===== src/rtl/usb_port_ctrl_reg.sv =====
module usb_port_ctrl_reg #(
  parameter int ADDR_W   = 8,
  parameter logic [ADDR_W-1:0] REG_ADDR = 8'h1F
) (
  input  logic              clk,
  input  logic              rst_n,
  input  logic [ADDR_W-1:0] bus_addr,
  input  logic              bus_wr,
  input  logic              bus_rd,
  input  logic [7:0]        bus_wdata,
  output logic [7:0]        bus_rdata,
  input  logic              sie_dp_out,
  input  logic              sie_dp_oe,
  input  logic              sie_dm_out,
  input  logic              sie_dm_oe,
  input  logic              sie_activity,
  input  logic              pad_dp_in,
  input  logic              pad_dm_in,
  output logic              pad_dp_out,
  output logic              pad_dp_oe,
  output logic              pad_dm_out,
  output logic              pad_dm_oe,
  output logic              ep_size,
  output logic              ep_mode
);

  localparam int SYNC_N = 2;

  logic              hit;
  logic              wr_hit;
  logic [2:0]        ctrl;
  logic              act;
  logic              ep_size_q, ep_mode_q;
  logic [SYNC_N-1:0] dp_sync, dm_sync;
  logic [7:0]        reg_val;

  assign hit    = (bus_addr == REG_ADDR);
  assign wr_hit = bus_wr && hit;

  always_ff @(posedge clk) begin
    if (!rst_n) begin
      ctrl      <= '0;
      ep_size_q <= 1'b0;
      ep_mode_q <= 1'b0;
    end else if (wr_hit) begin
      ctrl      <= bus_wdata[2:0];
      ep_size_q <= bus_wdata[7];
      ep_mode_q <= bus_wdata[6];
    end
  end

  always_ff @(posedge clk) begin
    if (!rst_n)
      act <= 1'b0;
    else if (sie_activity)
      act <= 1'b1;
    else if (wr_hit && !bus_wdata[3])
      act <= 1'b0;
  end

  always_ff @(posedge clk) begin
    if (!rst_n) begin
      dp_sync <= '0;
      dm_sync <= '0;
    end else begin
      dp_sync <= {dp_sync[SYNC_N-2:0], pad_dp_in};
      dm_sync <= {dm_sync[SYNC_N-2:0], pad_dm_in};
    end
  end

  assign reg_val   = {ep_size_q, ep_mode_q, dp_sync[SYNC_N-1], dm_sync[SYNC_N-1], act, ctrl};
  assign bus_rdata = (bus_rd && hit) ? reg_val : 8'h00;
  assign ep_size   = ep_size_q;
  assign ep_mode   = ep_mode_q;

  always_comb begin
    pad_dp_out = 1'b0;
    pad_dm_out = 1'b0;
    pad_dp_oe  = 1'b1;
    pad_dm_oe  = 1'b1;
    case (ctrl)
      3'b000: begin
        pad_dp_out = sie_dp_out;
        pad_dp_oe  = sie_dp_oe;
        pad_dm_out = sie_dm_out;
        pad_dm_oe  = sie_dm_oe;
      end
      3'b001: pad_dp_out = 1'b1;
      3'b010: pad_dm_out = 1'b1;
      3'b101: pad_dp_oe  = 1'b0;
      3'b110: pad_dm_oe  = 1'b0;
      3'b111: begin
        pad_dp_oe = 1'b0;
        pad_dm_oe = 1'b0;
      end
      default: ;
    endcase
  end

endmodule



===== config.mk =====
export PLATFORM = sky130hd
export DESIGN_NAME = usb_port_ctrl_reg
export DESIGN_NICKNAME = d
export VERILOG_FILES = /design/src/rtl/usb_port_ctrl_reg.sv
export SDC_FILE = /design/constraint.sdc
export NUM_CORES = 1
export LEC_CHECK = 0
export ABC_AREA = 1
export BUFFER_PORTS_ARGS = -buffer_cell sky130_fd_sc_hd__buf_2
export CAP_MARGIN = 20
export CORE_MARGIN = 2
export CORE_UTILIZATION = 39
export CTS_BUF_LIST = sky130_fd_sc_hd__clkbuf_8
export DETAILED_ROUTE_END_ITERATION = 12
export HOLD_SLACK_MARGIN = 0.05
export PLACE_DENSITY = 0.8
export SETUP_SLACK_MARGIN = 0.05
export SYNTH_ARGS = -nofsm -noshare
export SYNTH_HDL_FRONTEND = slang
export SYNTH_SLANG_ARGS = --single-unit

===== constraint.sdc =====
create_clock -name clk -period 1.02 [get_ports clk]
set_input_delay 0.153 -clock clk [delete_from_list [all_inputs] [get_ports clk]]
set_output_delay 0.153 -clock clk [all_outputs]
set_load 0.01 [all_outputs]

==> results of run 1 <==
power by group:
part | total [mW] | switching, mW | leakage [nW] | internal [mW]
logic | 0.125 | 0.0574 | 0.399 | 0.0681
registers | 0.402 | 0.00416 | 0.0851 | 0.398
clock network | 0.403 | 0.146 | 0.0216 | 0.258
synthesized netlist by cell type (all sizes together):
cell	n	share of area, %
a21oi	3	2.9
nand2	20	15
nor3	3	2.9
dfxtp	10	39
clkbuf	1	0.73
nor2	23	20
nand4	1	1.2
nand3	2	5.4
inv	18	13
state kept, by name, indices dropped and copies added (netlist names):
register,flops
ep_size,1
dp_sync,2
dm_sync,2
act,1
ctrl,3
ep_mode,1
layer usage:
layer	up-vias	part of all wire [%]
met2	20	54
met1	275	37
met4	0	0.72
met5	-	0
li1	328	-
met3	2	7.9
cells in the final DEF (no fill, tap or decap):
cell,n
buf_2,35
nand2_1,16
nor2_1,15
inv_1,12
nor2_2,6
buf_4,6
inv_2,5
dfxtp_2,4
dfxtp_1,4
nand2_2,3
clkbuf_8,3
buf_6,3
a21oi_1,2
nor2_4,2
nand3_4,2
dfxtp_4,2
nor3_1,1
inv_4,1
nand2_4,1
nor3_4,1
a21oi_2,1
nor3_2,1
nand4_1,1
metrics by stage:
stage          TNS, ns  hold slack (ns)  cells
2_1_floorplan        0            0.251     81
3_3_place_gp    -0.667            0.333    134
3_5_place_dp    -0.717            0.339    134
4_1_cts         -0.480           0.0929    140
5_1_grt          -1.29            0.112    142
6_report        -0.657           0.0996    142
cell type report:
cell class,count,area share [%]
multi-input combinational,52,33.3
timing repair buffer,44,28.4
tap,15,2.10
sequential,10,23.8
inverter,18,7.83
clock buffer,3,4.62
what timing repair did:
item,CTS,global route
pin swaps,4,6
setup endpoints to repair,12,12
setup buffers,3,2
resized for setup,18,14
cells by family after synthesis:
group                  Yosys count  synth area share, %
flip-flops                      10                 38.9
AO/OA/AOI/OAI                    3                 2.92
AND/OR/NAND/NOR                 49                 44.3
buffers and inverters           19                 13.9
tightest hold or removal path, delay by kind of cell:
family,cells,cell delay (ns)
and+or+nand+nor,1,0.04
buffers and inverters,2,0.11
worst paths after layout:
check | slack (ns) | endpoint | cells after the start
max | -0.15 | pad_dp_oe | 5
min | 0.1 | dp_sync[0] | 3
max reg2reg | 0.12 | ctrl[2] | 6
min reg2reg | 0.42 | dp_sync[1] | 2
==> impl_metrics.json, run 1 <==
{
  "fin_util_pct": 70.5,
  "p_leak_nw": 0.505,
  "num-fill-cells": 108,
  "dieWidth_um": 40.3,
  "tritoncts": "built",
  "powerDensity_mw_per_mm2": 1040,
  "grt_max_degree": 11,
  "cts_sinks": 10,
  "path_cells": "inv_4 -> nand2_4 -> nor3_4 -> a21oi_2 -> buf_2",
  "area_delta_synth_final_pct": 74.0,
  "grt_pass1_wl_um": 2150,
  "place_ws_ns": -0.109,
  "cp-end-kind": "output port",
  "min_path_type": "primary input to flip-flop",
  "grt_usage_pct": 20.5,
  "rows": 13,
  "design_area_um2": 895,
  "p_total_mw": 0.931,
  "gp_congestion": 0.696,
  "post-route-min-period_ns": 1.17,
  "crit_type": "flip-flop to output port",
  "ys_ff_latch": 10,
  "worst_setup_hold_path_clk_slew_ns": 0.04,
  "clk_latency_ns": 0.23,
  "grt_use_met3_pct": 6.11,
  "fin_nets": 156,
  "cts.htree.levels": 1,
  "core_mm2": 0.00127,
  "crit_slowest_cell": "dfxtp_4",
  "antenna_found_initial": 0,
  "syn-num-nets": 108,
  "antenna_left": 0,
  "fin_ws_ns": -0.147,
  "grt_pass1_vias": 617,
  "grt_setup_unrepaired": "yes",
  "drc": 0,
  "crit_family": "flip-flops",
  "syn_area_um2": 514,
  "syn_avg_cell_area_um2": 6.35,
  "ys.warnings.count": 0,
  "hold_start": "pad_dp_in",
  "drive_above_1_share_pct": 59.8,
  "clock-root-buffer": "clkbuf_8",
  "via_per_inst": 4.40,
  "slew_viol_final": 0,
  "outcome": "finished with violations",
  "crit_path_max_incr_delay_ns": 0.36,
  "ys_seq_area_share_pct": 38.9,
  "initial_core_util_pct": 40.5,
  "dieArea_mm2": 0.00162,
  "startpoint_type": "flip-flop",
  "dp_hpwl_um": 895,
  "cts_hold_buf": 0,
  "multi_input_area_um2": 298,
  "gr-usage-met1_pct": 16.9,
  "drt_iter0_markers": 6,
  "hold_viol_final": 0,
  "worst-path-buf-inv": 2,
  "antenna_cells": 0,
  "synthCells": 81,
  "grt.busiest_layer": "met2",
  "cts_buffer_depth": 2,
  "worstMarginPinSlew_ns": 0.163,
  "crit_required_ns": 0.87,
  "synth_cell_types": 13,
  "drtPass1Iterations": 4,
  "setup_viol": 8,
  "io_pins": 41,
  "timing.critical_path.fanout_max": 4,
  "peakVddDrop_uv": 814,
  "wl_per_cell_um": 9.79,
  "startpoint": "ctrl[2]",
  "cts_made_buffers": 3,
  "violations": "negative setup slack",
  "max_cap_viol_count": 0,
  "wirelength_um": 1390,
  "skew_ns": 0.000923,
  "worst_ep_arrival_time_ns": 1.01,
  "placed_area_um2": 727,
  "grt_use_met2_pct": 39.1,
  "routed-via-count": 625,
  "r2r_start": "ctrl[2]",
  "grt_overflow": 0,
  "fmax_ghz": 0.857,
  "slew_headroom_pct": 89.2,
  "port_buffers": 38,
  "fin_crit_sh_pct": 114,
  "ff_latch_area_um2": 213,
  "die_h_um": 40.3
}
No activity file was read; power rests on OpenSTA's default activity.
==> run 2, diff against run 1 <==
- SKIP_CTS_REPAIR_TIMING: not set -> 1
==> run 2 against run 1 <==
The run still ends with negative setup slack left. Core utilization shrank 4.7 points. Clock skew decreased by 0.00060 ns. Sequential share of layout area increased by 0.96 points. Maximum frequency shrank 0.63%. Worst hold slack is essentially flat. Critical path depth decreased by 2.
==> impl_metrics.json, run 2 (synthesis results as in run 1) <==
{
  "combPwrFrac_pct": 12.7,
  "dieArea_mm2": 0.00162,
  "switching_power_mw": 0.200,
  "grt_pass1_wl_um": 1930,
  "worst-path-buf-inv": 2,
  "skew_ns": 0.000326,
  "wirelength_um": 1250,
  "crit_slowest_cell": "dfxtp_2",
  "place_inst": 134,
  "setup_viol": 7,
  "post-route-min-period_ns": 1.17,
  "routed-via-count": 599,
  "antenna_found_initial": 0,
  "grt_setup_unrepaired": "yes",
  "r2r_end": "ctrl[2]",
  "final_cell_mix": "buf_2, nor2_1, nand2_1",
  "io_pins": 41,
  "top_regs": "ctrl (3), dm_sync (2), dp_sync (2)",
  "placed_area_um2": 727,
  "clk_latency_ns": 0.23,
  "violations": "negative setup slack",
  "cp-end-kind": "output port",
  "drive_above_1_share_pct": 51.2,
  "switching_share_pct": 21.8,
  "timing.critical_path.fanout_max": 3,
  "drtPass1Iterations": 4,
  "slew_headroom_pct": 89.7,
  "fin_nets": 154,
  "antenna_left": 0,
  "startpoint_type": "flip-flop",
  "worst_ep_arrival_time_ns": 1.02,
  "cts_sinks": 10,
  "slew_viol_final": 0,
  "drc": 0,
  "antenna_cells": 0,
  "drt_iter0_markers": 7,
  "port_buffers": 38,
  "worstMarginPinSlew_ns": 0.153,
  "cts_made_buffers": 3,
  "holdPathStages": 3,
  "p_seq_share_pct": 43.9,
  "top_register": "ctrl",
  "hold_viol_final": 0,
  "core_mm2": 0.00127,
  "hold_start": "pad_dp_in",
  "rows": 13,
  "initial_core_util_pct": 40.5,
  "wl_per_cell_um": 8.91,
  "cts.htree.levels": 1,
  "cts_buffer_depth": 2,
  "gp_congestion": 0.696,
  "peakVddDrop_uv": 816,
  "final_common_cell": "buf_2",
  "stdcell_count": 140,
  "multi_input_area_um2": 268,
  "min_path_type": "primary input to flip-flop",
  "dp_hpwl_um": 895,
  "area_delta_synth_final_pct": 62.3,
  "r2r_start": "ctrl[2]",
  "fin_ws_ns": -0.154,
  "fmax_ghz": 0.852,
  "max_cap_viol_count": 0,
  "tritoncts": "built",
  "die_h_um": 40.3,
  "p_int_mw": 0.720,
  "fin_crit_sh_pct": 115,
  "hold_end": "dp_sync[0]",
  "path_cells": "buf_4 -> nor3_1 -> buf_2",
  "powerDensity_mw_per_mm2": 1100,
  "design_area_um2": 835,
  "fin_util_pct": 65.8,
  "largest_reg_flops": 3,
  "ff_latch_area_um2": 206,
  "r2r_cells": 5,
  "crit_required_ns": 0.87,
  "dieWidth_um": 40.3,
  "grt_usage_pct": 18.3,
  "rrSetupSlack_ns": 0.27,
  "crit_type": "flip-flop to output port",
  "num-fill-cells": 118,
  "grt_max_degree": 11,
  "outcome": "finished with violations",
  "grt_overflow": 0,
  "p_total_mw": 0.920,
  "grt_pass1_vias": 553,
  "share_clk_of_total_power_pct": 43.4,
  "crit_path_max_incr_delay_ns": 0.33,
  "p_leak_nw": 0.491,
  "clock-root-buffer": "clkbuf_8",
  "crit_family": "flip-flops",
  "worst_setup_hold_path_clk_slew_ns": 0.04,
  "via_per_inst": 4.28,
  "setup-tns-final_ns": -0.496
}
==> run 2: cell types whose count changed in the layout (fill, tap and decap cells not counted), moves of 2 or more <==
| cell | delta |
|---|---|
| buf_4 | -2 |
| nor2_2 | -3 |
| dfxtp_1 | +3 |
| dfxtp_2 | -2 |
| nor2_1 | +3 |
==> run 2: how the worst max path moves through the flow <==
stage	start	end	slack, ns	cells past startpoint
final	ctrl[2]	pad_dm_out	-0.15	3
after CTS	ctrl[2]	pad_dm_oe	-0.22	5
after floorplan	ctrl[2]	pad_dm_oe	0.12	4
after global placement	bus_addr[6]	bus_rdata[5]	-0.09	7
after global routing	ctrl[2]	pad_dp_oe	-0.23	5
after detailed placement	bus_addr[6]	bus_rdata[0]	-0.11	7
==> run 2: layout make-up <==
| type | count | share of cell area [%] |
|---|---|---|
| Multi-Input combinational cell | 52 | 32.1 |
| Timing Repair Buffer | 42 | 27.9 |
| Sequential cell | 10 | 24.7 |
| Inverter | 18 | 8.10 |
| Clock buffer | 3 | 4.95 |
| Tap cell | 15 | 2.25 |
==> run 2: per-layer routing <==
metal	part of all wire [%]	GRT usage [%]
met1	39	15.5
met2	51	33.5
met3	9.0	6.67
met4	0.80	15.0
met5	0	0
==> run 2: through the flow <==
| stage | hold slack (ns) | setup WS (ns) |
|---|---|---|
| floorplan | 0.251 | 0.124 |
| global placement | 0.333 | -0.0944 |
| detailed placement | 0.339 | -0.109 |
| CTS | 0.0929 | -0.223 |
| global route | 0.112 | -0.231 |
| finish | 0.0998 | -0.154 |
==> run 2: power by group through the flow <==
stage	clock [mW]	combinational (mW)	sequential, mW
after CTS	0.417	0.104	0.407
after global placement	0	0.102	0.413
after global routing	0.433	0.134	0.404
after detailed placement	0	0.104	0.414
final	0.399	0.117	0.404
after floorplan	0	0.0453	0.413
==> run 2: tightest hold or removal path, delay by kind of cell <==
| family | cells | cell delay, ns |
|---|---|---|
| simple gates | 1 | 0.04 |
| buf+inv | 2 | 0.11 |
